$ cat config.mk
export PLATFORM = sky130hd
export DESIGN_NAME = defer_ctrl
export DESIGN_NICKNAME = d
export VERILOG_FILES = /design/src/rtl/defer_pkg.sv /design/src/rtl/gap_timer.sv /design/src/rtl/defer_fsm.sv /design/src/rtl/defer_ctrl.sv
export SDC_FILE = /design/constraint.sdc
export NUM_CORES = 1
export LEC_CHECK = 0
export ABC_AREA = 1
export CAP_MARGIN = 20
export CORE_ASPECT_RATIO = 0.7
export CORE_MARGIN = 4
export CORE_UTILIZATION = 41
export CTS_BUF_LIST = sky130_fd_sc_hd__clkbuf_8 sky130_fd_sc_hd__clkbuf_16
export CTS_CLUSTER_SIZE = 25
export DETAILED_ROUTE_END_ITERATION = 7
export PLACE_DENSITY_LB_ADDON = 0.15
export SLEW_MARGIN = 10
export SYNTH_ARGS = -nofsm -noshare
export SYNTH_HDL_FRONTEND = slang
export SYNTH_HIERARCHICAL = 1
export SYNTH_SLANG_ARGS = --single-unit
$ cat constraint.sdc
create_clock -name clk -period 2.5 [get_ports clk]
set_input_delay 0.375 -clock clk [delete_from_list [all_inputs] [get_ports clk]]
set_output_delay 0.375 -clock clk [all_outputs]
set_load 0.02 [all_outputs]
$ cat src/rtl/defer_pkg.sv
package defer_pkg;

  localparam int unsigned ST_N     = 4;
  localparam int unsigned IX_IDLE  = 0;
  localparam int unsigned IX_WATCH = 1;
  localparam int unsigned IX_BLIND = 2;
  localparam int unsigned IX_SEND  = 3;

  typedef logic [ST_N-1:0] dstate_t;

  localparam dstate_t ST_IDLE  = dstate_t'(1) << IX_IDLE;
  localparam dstate_t ST_WATCH = dstate_t'(1) << IX_WATCH;
  localparam dstate_t ST_BLIND = dstate_t'(1) << IX_BLIND;
  localparam dstate_t ST_SEND  = dstate_t'(1) << IX_SEND;

endpackage

$ cat src/rtl/gap_timer.sv
// Counts bit ticks up to a selectable limit; hit pulses on the final tick.
module gap_timer #(
  parameter int unsigned CNT_W = 7
) (
  input  logic             clk,
  input  logic             rst_n,
  input  logic             clear,
  input  logic             step,
  input  logic [CNT_W-1:0] limit,
  output logic             hit
);

  logic [CNT_W-1:0] cnt_q;

  assign hit = step && !clear && (cnt_q == (limit - 1'b1));

  always_ff @(posedge clk or negedge rst_n) begin
    if (!rst_n) begin
      cnt_q <= '0;
    end else if (clear || hit) begin
      cnt_q <= '0;
    end else if (step) begin
      cnt_q <= cnt_q + 1'b1;
    end
  end

endmodule

$ cat src/rtl/defer_fsm.sv
// One-hot sequencer: idle -> watched gap -> blind gap -> send.
module defer_fsm
  import defer_pkg::*;
(
  input  logic    clk,
  input  logic    rst_n,
  input  logic    tx_req,
  input  logic    carrier_sense,
  input  logic    bit_tick,
  input  logic    tx_done,
  input  logic    restart_defer,
  input  logic    gap_hit,
  output logic    tmr_clear,
  output logic    tmr_step,
  output logic    watch_phase,
  output dstate_t state_q,
  output logic    pend_q
);

  dstate_t state_d;
  logic    pend_d;
  logic    in_idle, in_watch, in_blind, in_send;

  assign in_idle  = state_q[IX_IDLE];
  assign in_watch = state_q[IX_WATCH];
  assign in_blind = state_q[IX_BLIND];
  assign in_send  = state_q[IX_SEND];

  // Carrier activity only matters while the gap is being watched.
  assign tmr_clear   = in_idle || in_send || (in_watch && carrier_sense);
  assign tmr_step    = bit_tick && (in_watch || in_blind);
  assign watch_phase = in_watch;

  always_comb begin
    state_d = state_q;
    unique case (1'b1)
      in_idle:  if (tx_req) state_d = ST_WATCH;
      in_watch: if (gap_hit) state_d = ST_BLIND;
      in_blind: if (gap_hit) state_d = ST_SEND;
      in_send: begin
        if (restart_defer) begin
          state_d = ST_WATCH;
        end else if (tx_done) begin
          state_d = (pend_q || tx_req) ? ST_WATCH : ST_IDLE;
        end
      end
      default:  state_d = ST_IDLE;
    endcase
  end

  // A request seen during a grant is held until that frame completes.
  always_comb begin
    pend_d = pend_q;
    if (in_send) begin
      if (tx_done && !restart_defer) begin
        pend_d = 1'b0;
      end else begin
        pend_d = pend_q || tx_req;
      end
    end
  end

  always_ff @(posedge clk or negedge rst_n) begin
    if (!rst_n) begin
      state_q <= ST_IDLE;
      pend_q  <= 1'b0;
    end else begin
      state_q <= state_d;
      pend_q  <= pend_d;
    end
  end

endmodule

$ cat src/rtl/defer_ctrl.sv
module defer_ctrl
  import defer_pkg::*;
#(
  parameter int unsigned WATCH_BITS = 60,
  parameter int unsigned BLIND_BITS = 36
) (
  input  logic clk,
  input  logic rst_n,
  input  logic bit_tick,
  input  logic tx_req,
  input  logic carrier_sense,
  input  logic tx_done,
  input  logic restart_defer,
  output logic busy,
  output logic tx_grant
);

  localparam int unsigned PART_MAX = (WATCH_BITS > BLIND_BITS) ? WATCH_BITS : BLIND_BITS;
  localparam int unsigned CNT_W    = $clog2(PART_MAX + 1);
  localparam logic [CNT_W-1:0] WATCH_LIM = CNT_W'(WATCH_BITS);
  localparam logic [CNT_W-1:0] BLIND_LIM = CNT_W'(BLIND_BITS);

  dstate_t          fsm_state;
  logic             req_pending;
  logic             tmr_clear, tmr_step, gap_hit, watch_phase;
  logic [CNT_W-1:0] gap_limit;

  assign gap_limit = watch_phase ? WATCH_LIM : BLIND_LIM;

  gap_timer #(.CNT_W(CNT_W)) u_timer (
    .clk   (clk),
    .rst_n (rst_n),
    .clear (tmr_clear),
    .step  (tmr_step),
    .limit (gap_limit),
    .hit   (gap_hit)
  );

  defer_fsm u_fsm (
    .clk           (clk),
    .rst_n         (rst_n),
    .tx_req        (tx_req),
    .carrier_sense (carrier_sense),
    .bit_tick      (bit_tick),
    .tx_done       (tx_done),
    .restart_defer (restart_defer),
    .gap_hit       (gap_hit),
    .tmr_clear     (tmr_clear),
    .tmr_step      (tmr_step),
    .watch_phase   (watch_phase),
    .state_q       (fsm_state),
    .pend_q        (req_pending)
  );

  assign busy     = !fsm_state[IX_IDLE];
  assign tx_grant = fsm_state[IX_SEND];

endmodule

==> impl_metrics.csv, run 1 <==
group,metric,value,unit
run_status,outcome,"complete, no violations",
clock_network,cts.repair.resized,0,
global_routing,antenna_found_initial,0,
clock_network,clock_latency,0.24,ns
flow_run,maxCapViolCount,0,
die,std_cell_rows,13,
power_and_ir_drop,p_leak,0.533,nW
power_and_ir_drop,peakVddDrop,0.502,mV
route,dr.pass1.iters,4,
worst_setup_path,worst-path-max-fanout,12,
route,antenna_left,0,
global_routing,grt_util_all_layers,14.6,%
route,first_iter_violations,18,
worst_setup_path,ff2ff_path_depth,13,
placement,hpwl,1360,um
power_and_ir_drop,power.density,697,nW/um^2
route,wirelength,1630,um
die,fp.dieH,45.0,um
layout,final_cell_area,990,um^2
layout,drive_gt1_share,8.33,%
clock_network,cts_root_buffer,"clkbuf_8",
placement,place_congestion,0.763,
sta,fin_setup_tns,0,ns
global_routing,grt_pass1_wl,2820,um
worst_setup_path,setup.worst_path.start_class,"flop",
clock_network,htreeDepth,1,
die,start_util,43.3,%
sta,fin_crit,1.84,ns
synth,synthCells,124,
worst_setup_path,cp-startpoint,"u_fsm/state_q[1]",
placement,dp_slack,0.490,ns
clock_network,cts_setup_buffers,0,
worst_setup_path,worstReg2RegEnd,"u_fsm/state_q[1]",
sta,post-route-period-util,73.8,%
clock_network,cts_buffers,3,
sta,rsz0062_at_grt,"no",
die,die_x,60.9,um
clock_network,clockBufferDepth,2,
sta,skew,0.000652,ns
clock_network,clock_sinks,11,
die,io_pins,9,
sta,hold_viol,0,
global_routing,grt_max_degree,13,
die,core,1850,um^2
placement,portBuffers,8,
placement,dp.cells,162,
clock_network,path_clk_slew,0.05,ns
route,wl_per_cell,9.80,um
global_routing,use_met1,21.2,%
placement,postPlaceCellArea,945,um^2
layout,finish.utilization,53.4,%
die,die_area,2740,um^2
worst_setup_path,path_class,"flop to flop",
layout,final_common_cell,"nand2_1",
worst_setup_path,worstPathRequired,2.63,ns
global_routing,gr-usage-met2,19.2,%
worst_setup_path,reg2reg_from,"u_fsm/state_q[1]",
sta,maxSlewViolCount,0,
synth,ys_warn_count,6,
layout,area_growth,23.2,%
worst_setup_path,r2r_slack,0.66,ns
route,drc,0,
clock_network,holdBufCountCts,0,
worst_setup_path,worstSetupEndpoint,"u_fsm/state_q[1]",
clock_network,cts_tree,"yes",
sta,worst_slack,0.656,ns
sta,fmax,0.542,GHz
global_routing,met3_usage,5.14,%
global_routing,grt_overflow,0,
layout,fin_cells,166,
worst_setup_path,arrival,1.97,ns
synth,synth.avg_cell_area,6.48,um^2
sta,finalSetupViolations,0,
route,detail_route.vias_per_cell,4.29,
worst_hold_path,min_path_type,"primary input to asynchronous set/reset pin",
layout,final_cell_mix,"39 x nand2_1, 22 x inv_1, 21 x nor2_1",
layout,nets,154,
global_routing,first_global_vias,634,
global_routing,busiest_layer,"met1",
route,vias,712,
worst_setup_path,crit_path_end_kind,"flop",
synth,synthesis.area,803,um^2
layout,diodes,0,
==> final cells by class <==
type,instances,area [um^2]
Fill cell,202,865
Multi-Input combinational cell,98,470
Sequential cell,11,277
Timing Repair Buffer,9,87.6
Inverter,22,82.6
Clock buffer,3,41.3
Tap cell,22,27.5
Clock inverter,1,3.75
==> registers in the layout, summed over array words and instances, names as in the netlist <==
signal and cells:
u_fsm/pend_q 1, u_timer/cnt_q 6, u_fsm/state_q 4
==> critical path, stage by stage, from the launching register on <==
cell     delay [ns]
dfrtp_1        0.54
nor2_1         0.14
nor2_1         0.15
nand2_1        0.08
nor2_1         0.08
nand2_1        0.07
nor2_1         0.13
nand3_2        0.13
inv_1          0.11
inv_1          0.06
nand2_1        0.05
nand2_1        0.05
nor2_1         0.10
nand2_1        0.05
==> routing by layer <==
layer,routed length (um),vias up
met2,615,8
met5,0,-
met1,917,295
met3,67,5
li1,-,404
met4,26,0
==> through the flow <==
step                power [W]  hold WS (ns)
floorplan            0.000447        0.0794
global placement     0.000503         0.505
detailed placement   0.000513         0.513
CTS                  0.000692         0.485
global route         0.000747         0.507
finish               0.000690         0.468
==> worst min-delay path by stage <==
stage,endpoint,startpoint,slack (ns),cells past startpoint
after floorplan,u_fsm/pend_q,rst_n,0.08,0
after CTS,u_fsm/state_q[3],rst_n,0.48,1
after global placement,u_fsm/state_q[0],u_fsm/pend_q,0.50,3
after global routing,u_fsm/state_q[3],rst_n,0.51,1
after detailed placement,u_fsm/state_q[0],u_fsm/pend_q,0.51,3
final,u_fsm/state_q[3],rst_n,0.47,1
==> where the power goes <==
part	total [W]	internal, W	switching [W]
sequential	0.000277	0.000221	0.0000557
clock	0.000176	0.000108	0.0000682
combinational	0.000236	0.0000998	0.000137
Note: power is estimated with default switching activity, not from simulation.
==> run 2, diff against run 1 <==
==> constraint.sdc (replaced) <==
create_clock -name clk -period 1.5 [get_ports clk]
set_input_delay 0.225 -clock clk [delete_from_list [all_inputs] [get_ports clk]]
set_output_delay 0.225 -clock clk [all_outputs]
set_load 0.02 [all_outputs]
==> impl_metrics.csv, run 2 (same netlist as run 1, synthesis figures left out) <==
group,metric,value,unit
run_status,outcome,"complete, no violations",
route,drc,0,
global_routing,antenna_found_initial,0,
layout,largest_reg_flops,6,
layout,final_cell_mix,"38 x nand2_1, 19 x inv_1, 19 x nor2_1",
layout,diodes,0,
placement,place_congestion,0.770,
sta,fin_crit,1.50,ns
die,die_x,60.9,um
worst_setup_path,worstPathRequired,1.63,ns
sta,worst_slack,0.000137,ns
worst_hold_path,min_path_type,"primary input to asynchronous set/reset pin",
sta,hold_ws,0.327,ns
clock_network,htreeDepth,1,
placement,postPlaceCellArea,1020,um^2
placement,portBuffers,8,
power_and_ir_drop,p_leak,0.579,nW
layout,final_common_cell,"nand2_1",
route,wl_per_cell,10.2,um
sta,finalSetupViolations,0,
worst_setup_path,worst-path-max-fanout,4,
worst_setup_path,setup.worst_path.start_class,"flop",
worst_setup_path,worstSetupEndpoint,"u_fsm/state_q[1]",
sta,worst_pin_slew,0.517,ns
layout,drive_gt1_share,19.0,%
worst_setup_path,arrival,1.63,ns
worst_setup_path,path_class,"flop to flop",
die,std_cell_rows,13,
layout,final_cell_area,1080,um^2
layout,area_growth,34.7,%
sta,fmax,0.667,GHz
route,first_iter_violations,13,
placement,hpwl,1410,um
global_routing,grt_max_degree,12,
worst_setup_path,cp-startpoint,"u_fsm/state_q[1]",
die,start_util,43.3,%
layout,nets,163,
route,antenna_left,0,
die,fp.dieH,45.0,um
sta,hold_viol,0,
worst_setup_path,r2r_slack,0.0001,ns
global_routing,grt_overflow,0,
clock_network,path_clk_slew,0.05,ns
layout,num-fill-cells,191,
sta,post-route-period-util,100,%
layout,finish.utilization,58.4,%
sta,maxSlewViolCount,0,
route,wirelength,1780,um
sta,rsz0062_at_grt,"yes",
power_and_ir_drop,power.density,1180,nW/um^2
layout,reg.largest.list,"u_timer/cnt_q x6, u_fsm/state_q x4, u_fsm/pend_q x1",
worst_setup_path,reg2reg_from,"u_fsm/state_q[1]",
clock_network,clock_sinks,11,
flow_run,maxCapViolCount,0,
die,core,1850,um^2
power_and_ir_drop,peakVddDrop,0.931,mV
clock_network,clock_latency,0.24,ns
clock_network,cts_buffers,3,
clock_network,cts_root_buffer,"clkbuf_8",
route,dr.pass1.iters,4,
global_routing,first_global_vias,684,
route,vias,747,
placement,dp_slack,-0.238,ns
worst_setup_path,ff2ff_path_depth,14,
die,io_pins,9,
sta,fin_setup_tns,0,ns
global_routing,grt_util_all_layers,15.8,%
worst_setup_path,crit_path_end_kind,"flop",
global_routing,grt_pass1_wl,3030,um
die,die_area,2740,um^2
route,detail_route.vias_per_cell,4.27,
sta,skew,0.00449,ns
sta,relSlewSlack,65.4,%
clock_network,clockBufferDepth,2,
clock_network,cts_tree,"yes",
layout,top_register,"u_timer/cnt_q",
worst_setup_path,worstReg2RegEnd,"u_fsm/state_q[1]",
run 2: cell types whose count changed in the layout (fill, tap and decap cells not counted), sizes merged:
cell / before / now
buf: 1 / 10
dlygate4sd2: 0 / 2
clkdlybuf4s50: 8 / 6
run 2: metal layers:
metal	vias up	GRT usage, %	wire (um)
met5	-	0	0
met4	0	5.19	17
met3	2	6.00	57
met2	6	22.8	746
met1	317	21.8	958
li1	422	-	-
run 2: repair_timing:
action | in CTS | in global routing
endpoints found under the setup margin | 3 | 8
resized for setup | 2 | 4
pin swaps | 1 | 5
buffers inserted | 1 | 0
hold endpoints to repair | 0 | 0
hold buffers | 0 | 0
run 2: how the worst min path moves through the flow:
stage / to / slack [ns] / cells after the start
floorplan: u_fsm/pend_q / -0.07 / 0
global placement: u_fsm/state_q[0] / 0.53 / 3
detailed placement: u_fsm/state_q[0] / 0.54 / 3
CTS: u_fsm/state_q[2] / 0.35 / 1
global route: u_fsm/state_q[2] / 0.37 / 1
finish: u_fsm/state_q[2] / 0.33 / 1
run 2: stage by stage:
stage,power [W],std cells
floorplan,0.000750,131
detailed placement,0.000977,170
global placement,0.000954,170
CTS,0.00128,175
finish,0.00128,175
global route,0.00140,175
run 2: cell type report:
type / count / area, um^2 / share of cell area (%)
multi-input cells: 98 / 483 / 44.6
flip-flops and latches: 11 / 279 / 25.8
repair buffers: 18 / 165 / 15.3
inverters: 22 / 82.6 / 7.63
clock buffers: 3 / 41.3 / 3.82
well taps: 22 / 27.5 / 2.54
clock inverters: 1 / 3.75 / 0.347
run 2: critical path, cell delays in order, from the launching register on:
cell     delay, ns
dfrtp_2       0.44
nand2_1       0.08
nand2_2       0.05
inv_2         0.05
nand2_1       0.04
nor2_1        0.09
nand2_1       0.07
nor2_2        0.12
nand3_2       0.10
inv_2         0.08
inv_2         0.04
nand2_1       0.05
nand2_1       0.05
nor2_1        0.09
nand2_1       0.05
run 2: power by group:
group	switching (W)	internal, W	total (W)
Clock	0.000118	0.000180	0.000298
Sequential	0.0000811	0.000372	0.000453
Combinational	0.000274	0.000256	0.000530
Total	0.000473	0.000808	0.00128
